## src/rtl/ctl_smb_pkg.sv

```systemverilog
package ctl_smb_pkg;

  localparam logic [3:0] VENDOR_CODE = 4'b0001;

  typedef enum logic [3:0] {
    ST_IDLE,
    ST_ADDR,
    ST_INDEX,
    ST_COUNT,
    ST_WDATA,
    ST_ACK_WAIT,
    ST_ACK_HOLD,
    ST_TX,
    ST_TX_ACK,
    ST_TX_NEXT
  } link_state_e;

  // Bits a host write may change.
  function automatic logic [7:0] reg_wmask(int unsigned idx);
    case (idx)
      0:       return 8'hFE;
      1:       return 8'hF7;
      2:       return 8'hFF;
      3:       return 8'hFE;
      4:       return 8'h70;
      5:       return 8'h8F;
      6:       return 8'hD8;
      default: return 8'h00;
    endcase
  endfunction

  // Reset value of the stored and reserved bits.
  function automatic logic [7:0] reg_default(int unsigned idx);
    case (idx)
      0:       return 8'hFF;
      1:       return 8'hFE;
      2:       return 8'hFF;
      6:       return 8'h08;
      default: return 8'h00;
    endcase
  endfunction

  // Bits sourced from inputs rather than storage.
  function automatic logic [7:0] reg_romask(int unsigned idx);
    case (idx)
      6:       return 8'h07;
      7:       return 8'hFF;
      default: return 8'h00;
    endcase
  endfunction

endpackage

```

## src/rtl/smb_pin_sync.sv

```systemverilog
module smb_pin_sync #(
  parameter int STAGES = 2
) (
  input  logic clk,
  input  logic rst_n,
  input  logic scl_i,
  input  logic sda_i,
  output logic scl_s_o,
  output logic sda_s_o,
  output logic scl_rise_o,
  output logic scl_fall_o,
  output logic start_det_o,
  output logic stop_det_o
);

  logic [STAGES-1:0] scl_ff;
  logic [STAGES-1:0] sda_ff;
  logic              scl_q;
  logic              sda_q;

  always_ff @(posedge clk or negedge rst_n) begin
    if (!rst_n) begin
      scl_ff <= '1;
      sda_ff <= '1;
      scl_q  <= 1'b1;
      sda_q  <= 1'b1;
    end else begin
      scl_ff <= {scl_ff[STAGES-2:0], scl_i};
      sda_ff <= {sda_ff[STAGES-2:0], sda_i};
      scl_q  <= scl_ff[STAGES-1];
      sda_q  <= sda_ff[STAGES-1];
    end
  end

  assign scl_s_o     = scl_ff[STAGES-1];
  assign sda_s_o     = sda_ff[STAGES-1];
  assign scl_rise_o  = scl_s_o & ~scl_q;
  assign scl_fall_o  = ~scl_s_o & scl_q;
  assign start_det_o = scl_s_o & scl_q & sda_q & ~sda_s_o;
  assign stop_det_o  = scl_s_o & scl_q & ~sda_q & sda_s_o;

endmodule

```

## src/rtl/smb_link_ctrl.sv

```systemverilog
module smb_link_ctrl
  import ctl_smb_pkg::*;
#(
  parameter logic [6:0] SLAVE_ADDR = 7'h69,
  parameter logic [7:0] READ_COUNT = 8'd8,
  parameter int         IW         = 3
) (
  input  logic          clk,
  input  logic          rst_n,
  input  logic          sda_s_i,
  input  logic          scl_rise_i,
  input  logic          scl_fall_i,
  input  logic          start_det_i,
  input  logic          stop_det_i,
  input  logic [7:0]    rd_byte_i,
  output logic [IW-1:0] rd_idx_o,
  output logic          wr_en_o,
  output logic [IW-1:0] wr_idx_o,
  output logic [7:0]    wr_data_o,
  output logic          sda_low_o
);

  link_state_e   state_q, state_n;
  link_state_e   after_q, after_n;
  logic [6:0]    shreg_q, shreg_n;
  logic [2:0]    bit_cnt_q, bit_cnt_n;
  logic [IW-1:0] ptr_q, ptr_n;
  logic [7:0]    remain_q, remain_n;
  logic [7:0]    tx_sh_q, tx_sh_n;
  logic          wr_en_q, wr_en_n;
  logic [IW-1:0] wr_idx_q, wr_idx_n;
  logic [7:0]    wr_data_q, wr_data_n;
  logic [7:0]    byte_v;

  always_comb begin
    state_n   = state_q;
    after_n   = after_q;
    shreg_n   = shreg_q;
    bit_cnt_n = bit_cnt_q;
    ptr_n     = ptr_q;
    remain_n  = remain_q;
    tx_sh_n   = tx_sh_q;
    wr_en_n   = 1'b0;
    wr_idx_n  = wr_idx_q;
    wr_data_n = wr_data_q;
    byte_v    = {shreg_q, sda_s_i};
    if (stop_det_i) begin
      state_n = ST_IDLE;
    end else if (start_det_i) begin
      state_n   = ST_ADDR;
      bit_cnt_n = 3'd0;
    end else begin
      unique case (state_q)
        ST_ADDR, ST_INDEX, ST_COUNT, ST_WDATA: begin
          if (scl_rise_i) begin
            shreg_n   = byte_v[6:0];
            bit_cnt_n = bit_cnt_q + 3'd1;
            if (bit_cnt_q == 3'd7) begin
              state_n = ST_ACK_WAIT;
              case (state_q)
                ST_ADDR: begin
                  if (byte_v[7:1] != SLAVE_ADDR) begin
                    state_n = ST_IDLE;
                  end else if (byte_v[0]) begin
                    after_n = ST_TX;
                    tx_sh_n = READ_COUNT;
                  end else begin
                    after_n = ST_INDEX;
                  end
                end
                ST_INDEX: begin
                  ptr_n   = byte_v[IW-1:0];
                  after_n = ST_COUNT;
                end
                ST_COUNT: begin
                  remain_n = byte_v;
                  after_n  = ST_WDATA;
                end
                default: begin
                  if (remain_q == 8'd0) begin
                    state_n = ST_IDLE;
                  end else begin
                    wr_en_n   = 1'b1;
                    wr_idx_n  = ptr_q;
                    wr_data_n = byte_v;
                    ptr_n     = ptr_q + 1'b1;
                    remain_n  = remain_q - 8'd1;
                    after_n   = ST_WDATA;
                  end
                end
              endcase
            end
          end
        end
        ST_ACK_WAIT: begin
          if (scl_fall_i) state_n = ST_ACK_HOLD;
        end
        ST_ACK_HOLD: begin
          if (scl_fall_i) begin
            state_n   = after_q;
            bit_cnt_n = 3'd0;
          end
        end
        ST_TX: begin
          if (scl_fall_i) begin
            if (bit_cnt_q == 3'd7) begin
              state_n   = ST_TX_ACK;
              bit_cnt_n = 3'd0;
            end else begin
              tx_sh_n   = {tx_sh_q[6:0], 1'b0};
              bit_cnt_n = bit_cnt_q + 3'd1;
            end
          end
        end
        ST_TX_ACK: begin
          if (scl_rise_i) begin
            if (!sda_s_i) begin
              state_n = ST_TX_NEXT;
              tx_sh_n = rd_byte_i;
              ptr_n   = ptr_q + 1'b1;
            end else begin
              state_n = ST_IDLE;
            end
          end
        end
        ST_TX_NEXT: begin
          if (scl_fall_i) begin
            state_n   = ST_TX;
            bit_cnt_n = 3'd0;
          end
        end
        default: ;
      endcase
    end
  end

  always_ff @(posedge clk or negedge rst_n) begin
    if (!rst_n) begin
      state_q   <= ST_IDLE;
      after_q   <= ST_IDLE;
      shreg_q   <= '0;
      bit_cnt_q <= '0;
      ptr_q     <= '0;
      remain_q  <= '0;
      tx_sh_q   <= '0;
      wr_en_q   <= 1'b0;
      wr_idx_q  <= '0;
      wr_data_q <= '0;
    end else begin
      state_q   <= state_n;
      after_q   <= after_n;
      shreg_q   <= shreg_n;
      bit_cnt_q <= bit_cnt_n;
      ptr_q     <= ptr_n;
      remain_q  <= remain_n;
      tx_sh_q   <= tx_sh_n;
      wr_en_q   <= wr_en_n;
      wr_idx_q  <= wr_idx_n;
      wr_data_q <= wr_data_n;
    end
  end

  assign rd_idx_o  = ptr_q;
  assign wr_en_o   = wr_en_q;
  assign wr_idx_o  = wr_idx_q;
  assign wr_data_o = wr_data_q;
  assign sda_low_o = (state_q == ST_ACK_HOLD) | ((state_q == ST_TX) & ~tx_sh_q[7]);

  a_r10_stop_idle: assert property (@(posedge clk) disable iff (!rst_n)
    stop_det_i |=> (state_q == ST_IDLE));

  a_r10_start_rearm: assert property (@(posedge clk) disable iff (!rst_n)
    (start_det_i && !stop_det_i) |=> (state_q == ST_ADDR && bit_cnt_q == 3'd0));

  a_r8_ptr_wrap: assert property (@(posedge clk) disable iff (!rst_n)
    wr_en_q |-> (ptr_q == IW'(wr_idx_q + 1'b1)));

  a_r9_count_bound: assert property (@(posedge clk) disable iff (!rst_n)
    wr_en_n |-> (remain_q != 8'd0));

endmodule

```

## src/rtl/ctl_reg_bank.sv

```systemverilog
module ctl_reg_bank
  import ctl_smb_pkg::*;
#(
  parameter int NUM_REGS = 8,
  parameter int IW       = 3
) (
  input  logic                  clk,
  input  logic                  rst_n,
  input  logic                  wr_en_i,
  input  logic [IW-1:0]         wr_idx_i,
  input  logic [7:0]            wr_data_i,
  input  logic [2:0]            strap_i,
  input  logic [3:0]            rev_i,
  input  logic [IW-1:0]         rd_idx_i,
  output logic [7:0]            rd_byte_o,
  output logic [NUM_REGS*8-1:0] image_o
);

  logic [2:0] strap_q;
  logic       strap_taken_q;

  always_ff @(posedge clk or negedge rst_n) begin
    if (!rst_n) begin
      strap_q       <= 3'b000;
      strap_taken_q <= 1'b0;
    end else if (!strap_taken_q) begin
      strap_q       <= strap_i;
      strap_taken_q <= 1'b1;
    end
  end

  for (genvar g = 0; g < NUM_REGS; g++) begin : g_reg
    localparam logic [7:0] WM = reg_wmask(g);
    localparam logic [7:0] DF = reg_default(g);
    localparam logic [7:0] RO = reg_romask(g);
    logic [7:0] cell_q;
    logic [7:0] cell_n;
    logic [7:0] ro_val;
    logic       hit;

    always_comb begin
      hit    = wr_en_i && (wr_idx_i == IW'(g));
      cell_n = (cell_q & ~WM) | (wr_data_i & WM);
    end

    always_ff @(posedge clk or negedge rst_n) begin
      if (!rst_n) begin
        cell_q <= DF & WM;
      end else if (hit) begin
        cell_q <= cell_n;
      end
    end

    if (g == 6) begin : g_strap
      assign ro_val = {5'b00000, strap_q};
    end else if (g == 7) begin : g_ident
      assign ro_val = {rev_i, VENDOR_CODE};
    end else begin : g_plain
      assign ro_val = 8'h00;
    end

    assign image_o[8*g +: 8] = (cell_q & WM) | (DF & ~WM & ~RO) | (ro_val & RO);
  end

  assign rd_byte_o = image_o[{rd_idx_i, 3'b000} +: 8];

  a_r5_strap_wr_ignored: assert property (@(posedge clk) disable iff (!rst_n)
    (wr_en_i && wr_idx_i == IW'(6)) |=> (image_o[50:48] == $past(image_o[50:48])));

  a_r6_ident_wr_ignored: assert property (@(posedge clk) disable iff (!rst_n)
    (wr_en_i && wr_idx_i == IW'(7)) |=> (image_o[59:56] == $past(image_o[59:56])));

endmodule

```

## src/rtl/ctl_reg_smb_slave.sv

```systemverilog
module ctl_reg_smb_slave
  import ctl_smb_pkg::*;
#(
  parameter int         NUM_REGS    = 8,
  parameter int         SYNC_STAGES = 2,
  parameter logic [6:0] SLAVE_ADDR  = 7'h69,
  parameter logic [7:0] READ_COUNT  = 8'd8
) (
  input  logic                  clk,
  input  logic                  rst_n,
  input  logic                  scl_i,
  input  logic                  sda_i,
  output logic                  sda_drive_low_o,
  input  logic [2:0]            strap_fs_i,
  input  logic [3:0]            rev_id_i,
  output logic [NUM_REGS*8-1:0] ctl_image_o
);

  localparam int IW = $clog2(NUM_REGS);

  logic [1:0]    rst_ff;
  logic          rst_core_n;
  logic          scl_s, sda_s, scl_rise, scl_fall, start_det, stop_det;
  logic [7:0]    rd_byte;
  logic [IW-1:0] rd_idx;
  logic          wr_en;
  logic [IW-1:0] wr_idx;
  logic [7:0]    wr_data;

  always_ff @(posedge clk or negedge rst_n) begin
    if (!rst_n) rst_ff <= 2'b00;
    else        rst_ff <= {rst_ff[0], 1'b1};
  end
  assign rst_core_n = rst_ff[1];

  smb_pin_sync #(.STAGES(SYNC_STAGES)) u_sync (
    .clk         (clk),
    .rst_n       (rst_core_n),
    .scl_i       (scl_i),
    .sda_i       (sda_i),
    .scl_s_o     (scl_s),
    .sda_s_o     (sda_s),
    .scl_rise_o  (scl_rise),
    .scl_fall_o  (scl_fall),
    .start_det_o (start_det),
    .stop_det_o  (stop_det)
  );

  smb_link_ctrl #(
    .SLAVE_ADDR (SLAVE_ADDR),
    .READ_COUNT (READ_COUNT),
    .IW         (IW)
  ) u_link (
    .clk         (clk),
    .rst_n       (rst_core_n),
    .sda_s_i     (sda_s),
    .scl_rise_i  (scl_rise),
    .scl_fall_i  (scl_fall),
    .start_det_i (start_det),
    .stop_det_i  (stop_det),
    .rd_byte_i   (rd_byte),
    .rd_idx_o    (rd_idx),
    .wr_en_o     (wr_en),
    .wr_idx_o    (wr_idx),
    .wr_data_o   (wr_data),
    .sda_low_o   (sda_drive_low_o)
  );

  ctl_reg_bank #(.NUM_REGS(NUM_REGS), .IW(IW)) u_bank (
    .clk       (clk),
    .rst_n     (rst_core_n),
    .wr_en_i   (wr_en),
    .wr_idx_i  (wr_idx),
    .wr_data_i (wr_data),
    .strap_i   (strap_fs_i),
    .rev_i     (rev_id_i),
    .rd_idx_i  (rd_idx),
    .rd_byte_o (rd_byte),
    .image_o   (ctl_image_o)
  );

  a_r11_sda_scl_low: assert property (@(posedge clk) disable iff (!rst_core_n)
    !$stable(sda_drive_low_o) |-> !scl_s);

endmodule

```

## config.mk

```make
export PLATFORM = sky130hd
export DESIGN_NAME = ctl_reg_smb_slave
export DESIGN_NICKNAME = d
export VERILOG_FILES = /design/src/rtl/ctl_smb_pkg.sv /design/src/rtl/smb_pin_sync.sv /design/src/rtl/smb_link_ctrl.sv /design/src/rtl/ctl_reg_bank.sv /design/src/rtl/ctl_reg_smb_slave.sv
export SDC_FILE = /design/constraint.sdc
export NUM_CORES = 1
export LEC_CHECK = 0
export ABC_AREA = 1
export BUFFER_PORTS_ARGS = -buffer_cell sky130_fd_sc_hd__buf_4
export CAP_MARGIN = 20
export CORE_MARGIN = 5
export CORE_UTILIZATION = 55
export DETAILED_ROUTE_END_ITERATION = 12
export PLACE_DENSITY = 0.76
export SKIP_CTS_REPAIR_TIMING = 1
export SYNTH_ARGS = -nofsm -noshare
export SYNTH_HDL_FRONTEND = slang
export SYNTH_SLANG_ARGS = --single-unit
```

## constraint.sdc

```tcl
create_clock -name clk -period 8.3 [get_ports clk]
set_clock_uncertainty 0.15 [all_clocks]
set_input_delay 1.245 -clock clk [delete_from_list [all_inputs] [get_ports clk]]
set_output_delay 1.245 -clock clk [all_outputs]
set_load 0.005 [all_outputs]
```

Word level (Yosys, flattened, before mapping)
Cells that the tools add are included.
{"block": "totals", "register_bits": 117, "latchBits": 0, "ramBits": 0, "mem_bits_ro": 0, "inputBits": 11, "out_inout_bits": 65, "elab_cells": 174, "mem_count": 0}
{"block": "classes", "add_sub_neg": 3, "n_mul": 0, "div_mod_pow": 0, "magnitude_cmp": 0, "n_eq_ne": 42, "shift": 1, "muxes": 51, "bitwise_logic": 26, "reduce_logical": 27}
{"operator": "two-way mux 8 bit", "n": 10}
{"operator": "variable part select 64 x 7 -> 8 bit", "n": 1}
{"operator": "two-way mux 4 bit", "n": 13}
{"operator": "two-way mux 3 bit", "n": 13}
{"operator": "!= test 4 bit (second input constant)", "n": 7}
{"operator": "one-hot mux 4 bit (6 select lines)", "n": 1}
{"operator": "one-hot mux 8 bit (3 select lines)", "n": 1}
{"operator": "AND reduction 7 bit", "n": 3}
{"operator": "!= test 2 bit (second input constant)", "n": 10}
{"operator": "AND reduction 9 bit", "n": 2}
{"operator": "== test 4 x 3 -> 1 bit (second input constant)", "n": 4}
{"operator": "bitwise OR 1 x 8 -> 8 bit", "n": 2}
{"operator": "one-hot mux 8 bit (2 select lines)", "n": 1}
{"operator": "== test 3 bit (second input constant)", "n": 4}
{"operator": "one-hot mux 3 bit (2 select lines)", "n": 2}
{"operator": "one-hot mux 4 bit (3 select lines)", "n": 1}
{"operator": "AND reduction 12 bit", "n": 1}
{"operator": "inverter 1 bit", "n": 10}
{"operator": "!= test 3 bit (second input constant)", "n": 3}
{"operator": "one-hot mux 3 bit (3 select lines)", "n": 1}
{"operator": "AND 1 bit", "n": 8}
{"operator": "== test 4 x 2 -> 1 bit (second input constant)", "n": 2}
{"operator": "== test 4 bit (second input constant)", "n": 2}
{"operator": "logical NOT 8 bit", "n": 1}
{"operator": "28 further kinds", "n": 47}

Depth between registers and ports, before layout
Gate-level depths: netlist of run 1.
{"block": "logic_depth", "word_depth": 8, "mapped_depth": 11, "depth_no_buf": 11}

Cells and area by module
Synthesis of run 1 repeated with hierarchy kept, for this count alone.
{"block": "hier_totals", "hier_cells": 709, "area_unflattened_um2": 5501.5}
{"module": "smb_link_ctrl", "n_inst": 1, "cells_each": 382, "area_each_um2": 2775.2, "seq_area_each_um2": 1201.2}
{"module": "ctl_reg_bank", "n_inst": 1, "cells_each": 307, "area_each_um2": 2473.6, "seq_area_each_um2": 1153.6}
{"module": "smb_pin_sync", "n_inst": 1, "cells_each": 17, "area_each_um2": 198.9, "seq_area_each_um2": 157.7}
{"module": "ctl_reg_smb_slave", "n_inst": 1, "cells_each": 3, "area_each_um2": 53.8, "seq_area_each_um2": 50.0}

Worst setup path after synthesis of run 1
No wires, ideal clock.
{"block": "synth_path", "kind": "in2out", "start": "in rev_id_i[0]", "end": "out ctl_image_o[60]", "t_arrival_ns": 1.356, "required_ns": 6.905, "path_slack_ns": 5.549, "cell_stages": 1, "path_buffers": 1, "cell_sequence": "buf_4"}
{"item": "from (decl)", "line": "ctl_reg_smb_slave.sv:15", "text": "input logic [3:0] rev_id_i,"}
{"item": "to (decl)", "line": "ctl_reg_smb_slave.sv:16", "text": "output logic [NUM_REGS*8-1:0] ctl_image_o"}
No word-level cell between the ends.

Worst setup path after layout of run 1
{"block": "layout_path", "start": "reg u_link.state_q[3]", "end": "out sda_drive_low_o"}
{"block": "layout_via", "elab_chain_len": 3, "word_cells_on_any_way": 4, "classes_between": "eq/ne: 2; bitwise: 2"}
{"item": "from (decl)", "line": "smb_link_ctrl.sv:23", "text": "link_state_e state_q, state_n;"}
{"item": "from (signal assigned)", "line": "smb_link_ctrl.sv:150", "text": "state_q <= state_n;"}
{"item": "== test 4 x 3 -> 1 bit", "line": "smb_link_ctrl.sv:167", "text": "assign sda_low_o = (state_q == ST_ACK_HOLD) | ((state_q == ST_TX) & ~tx_sh_q[7]);"}
{"item": "AND 1 bit", "line": "smb_link_ctrl.sv:167"}
{"item": "bitwise OR 1 bit *", "line": "smb_link_ctrl.sv:167"}
{"item": "to (decl)", "line": "ctl_reg_smb_slave.sv:13", "text": "output logic sda_drive_low_o,"}
Mark *: on every way between the ends. The rest lies on a longest branch, timed or not.

==> results of run 1 <==
placed cells by master, fill, tap and decap left out, drive strengths merged:
cell type,synthesis,layout
o22ai,1,1
nor3,4,4
mux2,2,2
a22oi,1,1
a21boi,1,1
dfrtp,73,73
nand2,219,219
ha,5,5
xor2,2,2
clkinvlp,0,1
buf,23,60
nand3,55,55
nand4,6,6
clkbuf,11,10
or2,1,1
nor2,45,45
conb,2,18
inv,64,68
o21ai,89,89
a21oi,19,19
clkinv,0,1
dfstp,28,28
a31oi,5,5
nand3b,1,1
layout make-up:
class | count | share of cell area (%)
Sequential cell | 101 | 44.63
Multi-Input combinational cell | 474 | 37.62
Timing Repair Buffer | 60 | 7.833
Inverter | 64 | 4.178
Tap cell | 111 | 2.415
Clock buffer | 10 | 2.393
Clock inverter | 6 | 0.9356
through the flow:
step,cell area [um^2],setup slack (ns),utilization [%],instances
2_1_floorplan,5177,5.177,-,673
3_3_place_gp,5559,5.424,60.74,810
3_5_place_dp,5559,5.421,60.74,810
4_1_cts,5751,5.177,62.83,826
5_1_grt,5751,5.042,62.83,826
6_report,5751,5.191,62.83,826
synth_stat cells:
cell	instances	area, um^2
sky130_fd_sc_hd__xor2_1	2	17.52
sky130_fd_sc_hd__nand2_1	216	810.8
sky130_fd_sc_hd__nor2_1	38	142.6
sky130_fd_sc_hd__a21oi_1	19	95.09
sky130_fd_sc_hd__conb_1	2	7.510
sky130_fd_sc_hd__o21ai_2	2	17.52
sky130_fd_sc_hd__or2_2	1	6.260
sky130_fd_sc_hd__o21ai_1	4	20.02
sky130_fd_sc_hd__nand2_4	1	11.26
sky130_fd_sc_hd__buf_2	1	5.000
sky130_fd_sc_hd__inv_1	60	225.2
sky130_fd_sc_hd__mux2_2	2	22.52
sky130_fd_sc_hd__nand3_1	54	270.3
sky130_fd_sc_hd__nor3_1	4	20.02
sky130_fd_sc_hd__a22oi_1	1	7.510
sky130_fd_sc_hd__nand3b_1	1	7.510
sky130_fd_sc_hd__ha_1	5	62.56
sky130_fd_sc_hd__dfrtp_1	73	1827
sky130_fd_sc_hd__nand3_2	1	10.01
sky130_fd_sc_hd__nand4_1	6	37.54
sky130_fd_sc_hd__o22ai_1	1	6.260
sky130_fd_sc_hd__dfstp_2	28	735.7
sky130_fd_sc_hd__clkbuf_1	11	41.29
sky130_fd_sc_hd__nand2_2	2	12.51
sky130_fd_sc_hd__buf_4	22	165.2
sky130_fd_sc_hd__nor2_4	4	45.04
sky130_fd_sc_hd__nor2_2	3	18.77
sky130_fd_sc_hd__a21boi_0	1	7.510
sky130_fd_sc_hd__inv_2	4	15.01
sky130_fd_sc_hd__o21ai_0	83	415.4
sky130_fd_sc_hd__a31oi_1	5	31.28
power by group:
group | switching (mW) | total, mW | internal, mW
clock network | 0.184 | 0.307 | 0.123
logic | 0.223 | 0.318 | 0.0956
registers | 0.0589 | 0.591 | 0.532
total | 0.465 | 1.22 | 0.751
layer usage:
layer / routed length (um) / part of all wire (%)
met3: 807 / 6.5
met2: 5742 / 47
met5: 0 / 0
met4: 280 / 2.3
met1: 5506 / 45
worst max-delay path: cells and delay by family (launching register included):
kind / cells / cell delay, ns
compound gates: 1 / 0.15
simple gates: 2 / 0.35
flops: 1 / 0.49
buf+inv: 3 / 0.34
registers in the layout, indices dropped and copies added (netlist names):
name                  flops
rst_ff                    2
u_bank.g.cell_q          41
u_bank.strap_q            3
u_bank.strap_taken_q      1
u_link.after_q            3
u_link.bit_cnt_q          3
u_link.rd_idx_o           3
u_link.remain_q           8
u_link.shreg_q            7
u_link.state_q            4
u_link.tx_sh_q            8
u_link.wr_data_o          8
u_link.wr_en_o            1
u_link.wr_idx_o           3
u_sync.scl_ff             2
u_sync.scl_q              1
u_sync.sda_ff             2
u_sync.sda_q              1
path summary, 6_finish.rpt:
kind                       slack, ns  depth (start not counted)                               endpoint                            from
max in group asynchronous       6.70                          1  u_bank.g_reg[5].cell_q[1]$_DFFE_PN0P_             rst_ff[1]$_DFF_PN0_
min reg2reg                     0.07                          0  u_bank.g_reg[6].cell_q[6]$_DFFE_PN0P_             rst_ff[1]$_DFF_PN0_
min                             0.07                          0  u_bank.g_reg[6].cell_q[6]$_DFFE_PN0P_             rst_ff[1]$_DFF_PN0_
max reg2reg                     5.84                         10          u_link.tx_sh_q[4]$_DFFE_PN0P_  u_link.rd_idx_o[1]$_DFFE_PN0P_
min in group clk                0.21                          0             u_sync.sda_ff[1]$_DFF_PN1_      u_sync.sda_ff[0]$_DFF_PN1_
max                             5.19                          6                        sda_drive_low_o   u_link.state_q[3]$_DFFE_PN0P_
logic make-up after synthesis:
family,synth area share [%]
adders and majority gates,1.222
and+or+nand+nor,27.21
buffers and inverters,8.826
DFF,50.07
muxes,0.4401
AOI/OAI and AO/OA,11.74
xor gates and xnor gates,0.3424
other,0.1468
==> results.txt, run 1 <==
----------------------------------------------------
[Timing]
  Final setup TNS ... 0 ns
  Transition time at the pin with the least slew margin ... ~0.94 ns
  Setup repair after global routing missed its margin ... no
  Worst Hold Margin ... approximately 0.066 ns
  Final number of max-transition violations ... 0
  Final hold violation count ... 0
  Min Clock Period, post-route ... between 3 and 4 ns
  Setup violations, final ... 0
  Slew headroom ... a little under two fifths
  Fraction of the cycle the final worst path needs ... between 30% and 40%
  Achievable clock frequency ... 0.3216 GHz

[Final layout]
  Area taken by multi-input logic gates ... about 2200 um^2
  Number of nets at the end of the flow ... between 700 and 800
  Antenna Cells ... 0
  Fraction of layout cells with a size suffix above 1 ... between 10% and 20%
  FILL cells ... around 820
  Post-synthesis to final-layout area growth ... 12.37%
  FF+latch area ... approximately 2600 um^2

[Synth]
  Seq/Total Area, Yosys ... around half
  Synth Instances ... between 600 and 700
  Synth warn ... 0
  Synthesis-stage register bit count ... roughly 100
  Number of distinct standard cells referenced by the synthesized netlist ... 31
  Netlist area before placement ... between 5000 and 6000 um^2
  Average cell area after synthesis ... 7.789 um^2

[Clock network]
  Cell at the root of the clock tree ... sky130_fd_sc_hd__clkbuf_8
  Clock latency of the later-clocked register in the worst-skew pair ... between 0.3 and 0.4 ns
  H-tree lvl count ... 3
  Max Root-Sink Buffers ... 2
  Clock tree from TritonCTS ... done
  Number of buffers created by CTS ... 9
  Number of sinks handled by clock tree synthesis ... around 100
  Clock Pin Slew Worst Setup and Hold Paths ... about 0.11 ns

[Floorplanning]
  Area of the die ... 11330 um^2
  CORE AREA ... roughly 9000 um^2
  Die Y-Extent ... about 110 um
  Starting density of the core ... between 50% and 60%
  Boundary Pins ... 76
  Die Wd ... between 100 and 150 um
  Site Rows ... 35

[Setup path]
  Cell with the biggest individual delay on the critical path ... sky130_fd_sc_hd__dfrtp_1
  Top fanout value on the critical path ... 10
  Type of the worst setup path ... flop to output pin
  Req. time, crit path ... between 6 and 7 ns
  Most frequent cell on the critical path ... sky130_fd_sc_hd__inv_2
  Data arrival time of the critical path ... between 1.5 and 2 ns
  Sort of element at the start of the critical path ... flop
  Crit end category ... output pin
  CP cell instances ... inv_2, nand2_1, nor2_4, inv_2, o21ai_0, buf_4
  Worst path max stage delay ... ~0.49 ns

[Status]
  Status ... complete, no violations

[Drt]
  Post-detailed-route via-to-cell ratio ... 5.502
  Final antenna-violating net count ... 0
  Routed len/inst ... ~15 um
  DRT Pass-1 Iters ... 5
  Number of design-rule violations left by the first detailed-router iteration ... just under 300
  Total detailed-routing wirelength ... approximately 12000 um
  Final routed DRC violation total ... 0
  Via Count ... 4545

[Global route]
  Met1 routing resource usage after global routing ... 32.23%
  Wire length of the first global-routing pass ... 20760 um
  Initial antenna violation count ... 0
  Most heavily used metal layer in global routing ... met2
  Number of global-route vias before repair ... 4230
  GR Util met2 ... a little over a third
  GRT Util Overall ... 22.77%
  Pin count of the biggest net entering global routing ... between 70 and 80
  GRT Residual Overflow ... 0
  M3 GR Usage ... about 4.1%

[Place]
  RePlAce Congestion ... about 0.88
  Quantity of I/O buffers inserted on ports ... 59
  Sum of net half-perimeters after detailed placement ... between 9000 and 10000 um

[Power and ir drop]
  Peak supply drop ... around 0.00012 V
  Pwr per Cell Area ... 211.5 nW/um^2
  Power after layout ... between 1 and 1.5 mW
  Leakage power of the design ... about 2.8 nW

[Min path]
  Class of the most critical hold timing path ... flop to asynchronous set/reset pin

[Run]
  Max-cap violations ... 0

----------------------------------------------------
Power figures use the tool's default switching activity.
==> run 2, diff against run 1 <==
Clock period 8.3 ns to 3 ns, I/O delays scaled along.
==> run 2 against run 1 <==
Via count down 0.13%. Wire length up 2.0%. Count of clock-buffer cells in the layout up 2. Global-route usage up 0.78 points. Register-to-register slack worse by 5.2 ns. Clock power rose to 3.0 times the previous value. Sequential share of layout area down 0.33 points. Worst setup slack worse by 4.6 ns. Highest routed layer unchanged. Final area up 0.74%. Combinational power rose to 2.8 times the previous value. Critical endpoint unchanged. Final cell count up 0.12%.
==> results.txt, run 2 (synthesis results as in run 1) <==
----------------------------------------------------
[Drt]
  Post-detailed-route via-to-cell ratio ... 5.489 (was 5.502)
  Via Count ... 4539 (was 4545)
  Final antenna-violating net count ... 0 (unchanged)
  Final routed DRC violation total ... 0 (unchanged)
  Total detailed-routing wirelength ... 12580 um (was 12340 um)
  Routed len/inst ... 15.22 um (was 14.94 um)
  DRT Pass-1 Iters ... 5 (unchanged)
  Number of design-rule violations left by the first detailed-router iteration ... 290 (was 289)

[Clock network]
  Cell at the root of the clock tree ... sky130_fd_sc_hd__clkbuf_8 (unchanged)
  Number of buffers created by CTS ... 9 (unchanged)
  H-tree lvl count ... 3 (unchanged)
  Clock Pin Slew Worst Setup and Hold Paths ... 0.09 ns (was 0.11 ns)
  Clock latency of the later-clocked register in the worst-skew pair ... 0.37 ns (about the same)
  Clock tree from TritonCTS ... done (unchanged)
  Number of sinks handled by clock tree synthesis ... 101 (unchanged)
  Max Root-Sink Buffers ... 2 (unchanged)

[Floorplanning]
  Die Y-Extent ... 106.5 um (unchanged)
  Site Rows ... 35 (unchanged)
  Area of the die ... 11330 um^2 (unchanged)
  Starting density of the core ... 55.91% (unchanged)
  Boundary Pins ... 76 (unchanged)
  Die Wd ... 106.5 um (unchanged)
  CORE AREA ... 9153 um^2 (unchanged)

[Timing]
  Slew headroom ... 45.91% (was 37.51%)
  Setup repair after global routing missed its margin ... no (unchanged)
  Setup violations, final ... 0 (unchanged)
  Final hold violation count ... 0 (unchanged)
  Min Clock Period, post-route ... approximately 2.4 ns
  Achievable clock frequency ... approximately 0.42 GHz
  Final setup TNS ... 0 ns (unchanged)
  Fraction of the cycle the final worst path needs ... between 70% and 80%
  Final number of max-transition violations ... 0 (unchanged)
  Transition time at the pin with the least slew margin ... 0.8084 ns (was 0.9373 ns)

[Global route]
  Number of global-route vias before repair ... 4374 (was 4230)
  Pin count of the biggest net entering global routing ... 61 (was 79)
  Wire length of the first global-routing pass ... 21270 um (was 20760 um)
  GRT Residual Overflow ... 0 (unchanged)
  Initial antenna violation count ... 0 (unchanged)
  GRT Util Overall ... 23.55% (was 22.77%)

[Status]
  Status ... complete, no violations (unchanged)

[Setup path]
  FF-to-FF path depth ... 10 (unchanged)
  Crit end category ... output pin (unchanged)
  Type of the worst setup path ... flop to output pin (unchanged)
  End point of the critical path ... sda_drive_low_o (unchanged)
  Req. time, crit path ... 2.40 ns (was 6.90 ns)
  Setup crit start ... u_link.state_q[3]$_DFFE_PN0P_ (unchanged)
  Delay-heaviest family, CP ... flip-flops (unchanged)
  Sort of element at the start of the critical path ... flop (unchanged)
  Worst R2R Setup Slack ... 0.66 ns (was 5.84 ns)
  Cell with the biggest individual delay on the critical path ... sky130_fd_sc_hd__dfrtp_1 (unchanged)
  CP cell instances ... inv_2, nand2_1, nor2_4, inv_2, o21ai_0, buf_4 (unchanged)
  Data arrival time of the critical path ... 1.77 ns (was 1.71 ns)
  Endpoint of the worst-slack reg-to-reg timing path ... u_link.tx_sh_q[4]$_DFFE_PN0P_ (unchanged)
  Origin of the critical flop-to-flop path ... u_link.rd_idx_o[1]$_DFFE_PN0P_ (unchanged)
  Worst path max stage delay ... 0.48 ns (was 0.49 ns)
  Total stage count of the critical path ... 6 (unchanged)
  Critical path buffers and inverters ... 3 (unchanged)
  Most frequent cell on the critical path ... sky130_fd_sc_hd__inv_2 (unchanged)
  Top fanout value on the critical path ... 10 (unchanged)

[Power and ir drop]
  Switching Share ... 36.43% (was 38.26%)
  Leakage power of the design ... 2.846 nW (was 2.831 nW)
  Int Pwr ... 2.182 mW (was 0.7509 mW)
  Sequential fraction of design power ... 47.4% (was 48.6%)
  Pwr per Cell Area ... 592.4 nW/um^2 (was 211.5 nW/um^2)
  Power after layout ... 3.432 mW (was 1.216 mW)
  Share of total power in the clock network ... 27.1% (was 25.3%)
  Peak supply drop ... 0.0002867 V (was 0.0001189 V)
  Net load switching power ... 1.250 mW (was 0.4654 mW)
  Combinational power share ... 25.5% (was 26.2%)

[Final layout]
  Post-synthesis to final-layout area growth ... 13.20% (was 12.37%)
  Leading cell types in the layout, fill and taps excluded ... sky130_fd_sc_hd__nand2_1 (216), sky130_fd_sc_hd__o21ai_0 (83), sky130_fd_sc_hd__dfrtp_1 (72) (unchanged)
  Most frequent standard cell in the layout excluding fill and tap cells ... sky130_fd_sc_hd__nand2_1 (unchanged)
  FILL cells ... 832 (was 816)
  Non-filler cells, final ... 827 (was 826)
  Utilization of the core after routing ... 63.29% (was 62.83%)
  Area taken by multi-input logic gates ... 2163 um^2 (unchanged)
  Number of flip-flops under the largest register name ... 41 (unchanged)
  Fraction of layout cells with a size suffix above 1 ... 17.18% (was 17.48%)
  Number of nets at the end of the flow ... 727 (was 726)
  Top reg by flops ... u_bank.g.cell_q (unchanged)
  Antenna Cells ... 0 (unchanged)
  FF+latch area ... 2566 um^2 (unchanged)

[Place]
  RePlAce Congestion ... 0.9115 (was 0.8768)
  Placed cell count ... 810 (unchanged)
  Quantity of I/O buffers inserted on ports ... 59 (unchanged)
  Sum of net half-perimeters after detailed placement ... 9330 um (was 9022 um)

[Min path]
  Class of the most critical hold timing path ... primary input to flop (was flop to asynchronous set/reset pin)

[Run]
  Max-cap violations ... 0 (unchanged)

----------------------------------------------------
-- run 2: power groups by stage --
stage / logic (mW) / clock network (mW) / registers [mW]
floorplan: 0.706 / 0 / 1.59
global placement: 0.841 / 0 / 1.64
detailed placement: 0.863 / 0 / 1.65
CTS: 0.872 / 0.937 / 1.63
global route: 1.02 / 1.00 / 1.65
finish: 0.877 / 0.928 / 1.63
-- run 2: worst min path at each step --
stage | start | to | slack [ns] | cells after the start
after global placement | rst_n | rst_ff[0]$_DFF_PN0_ | 0.08 | 1
after detailed placement | rst_n | rst_ff[0]$_DFF_PN0_ | 0.08 | 1
after floorplan | rst_n | rst_ff[0]$_DFF_PN0_ | 0.004 | 0
after CTS | rst_n | rst_ff[1]$_DFF_PN0_ | -0.33 | 1
after global routing | scl_i | u_sync.scl_ff[0]$_DFF_PN1_ | 0.02 | 1
final | scl_i | u_sync.scl_ff[0]$_DFF_PN1_ | 0.03 | 1
-- run 2: stage by stage --
step           worst slack, ns  hold slack (ns)  instance area [um^2]
4_1_cts                 0.5970          -0.3278                  5783
5_1_grt                 0.3979          0.02221                  5793
6_report                0.6326          0.02597                  5793
2_1_floorplan            1.181         0.004409                  5179
3_3_place_gp            0.7125          0.08233                  5572
3_5_place_dp            0.7498          0.08353                  5572
-- run 2: final cells by class --
cell class              instances  area share [%]
repair buffers                 61           8.164
flip-flops and latches        101           44.30
well taps                     111           2.397
clock inverters                 4          0.9503
inverters                      64           4.147
multi-input cells             474           37.34
clock buffers                  12           2.700
-- run 2: worst register-to-register path: cells and delay by family (launching register included) --
| family | cells | cell delay [ns] |
|---|---|---|
| AND/OR/NAND/NOR | 9 | 1.37 |
| buffers and inverters | 1 | 0.16 |
| flip-flops | 1 | 0.60 |
-- run 2: routing by layer --
metal  part of all wire (%)  GRT usage, %  up-vias  wire, um
li1                       -             -     2186         -
met1                     42         30.74     2141      5325
met2                     48         38.60      176      6027
met3                    6.5         3.279       36       813
met4                    3.3         11.69        0       416
met5                      0             0        -         0
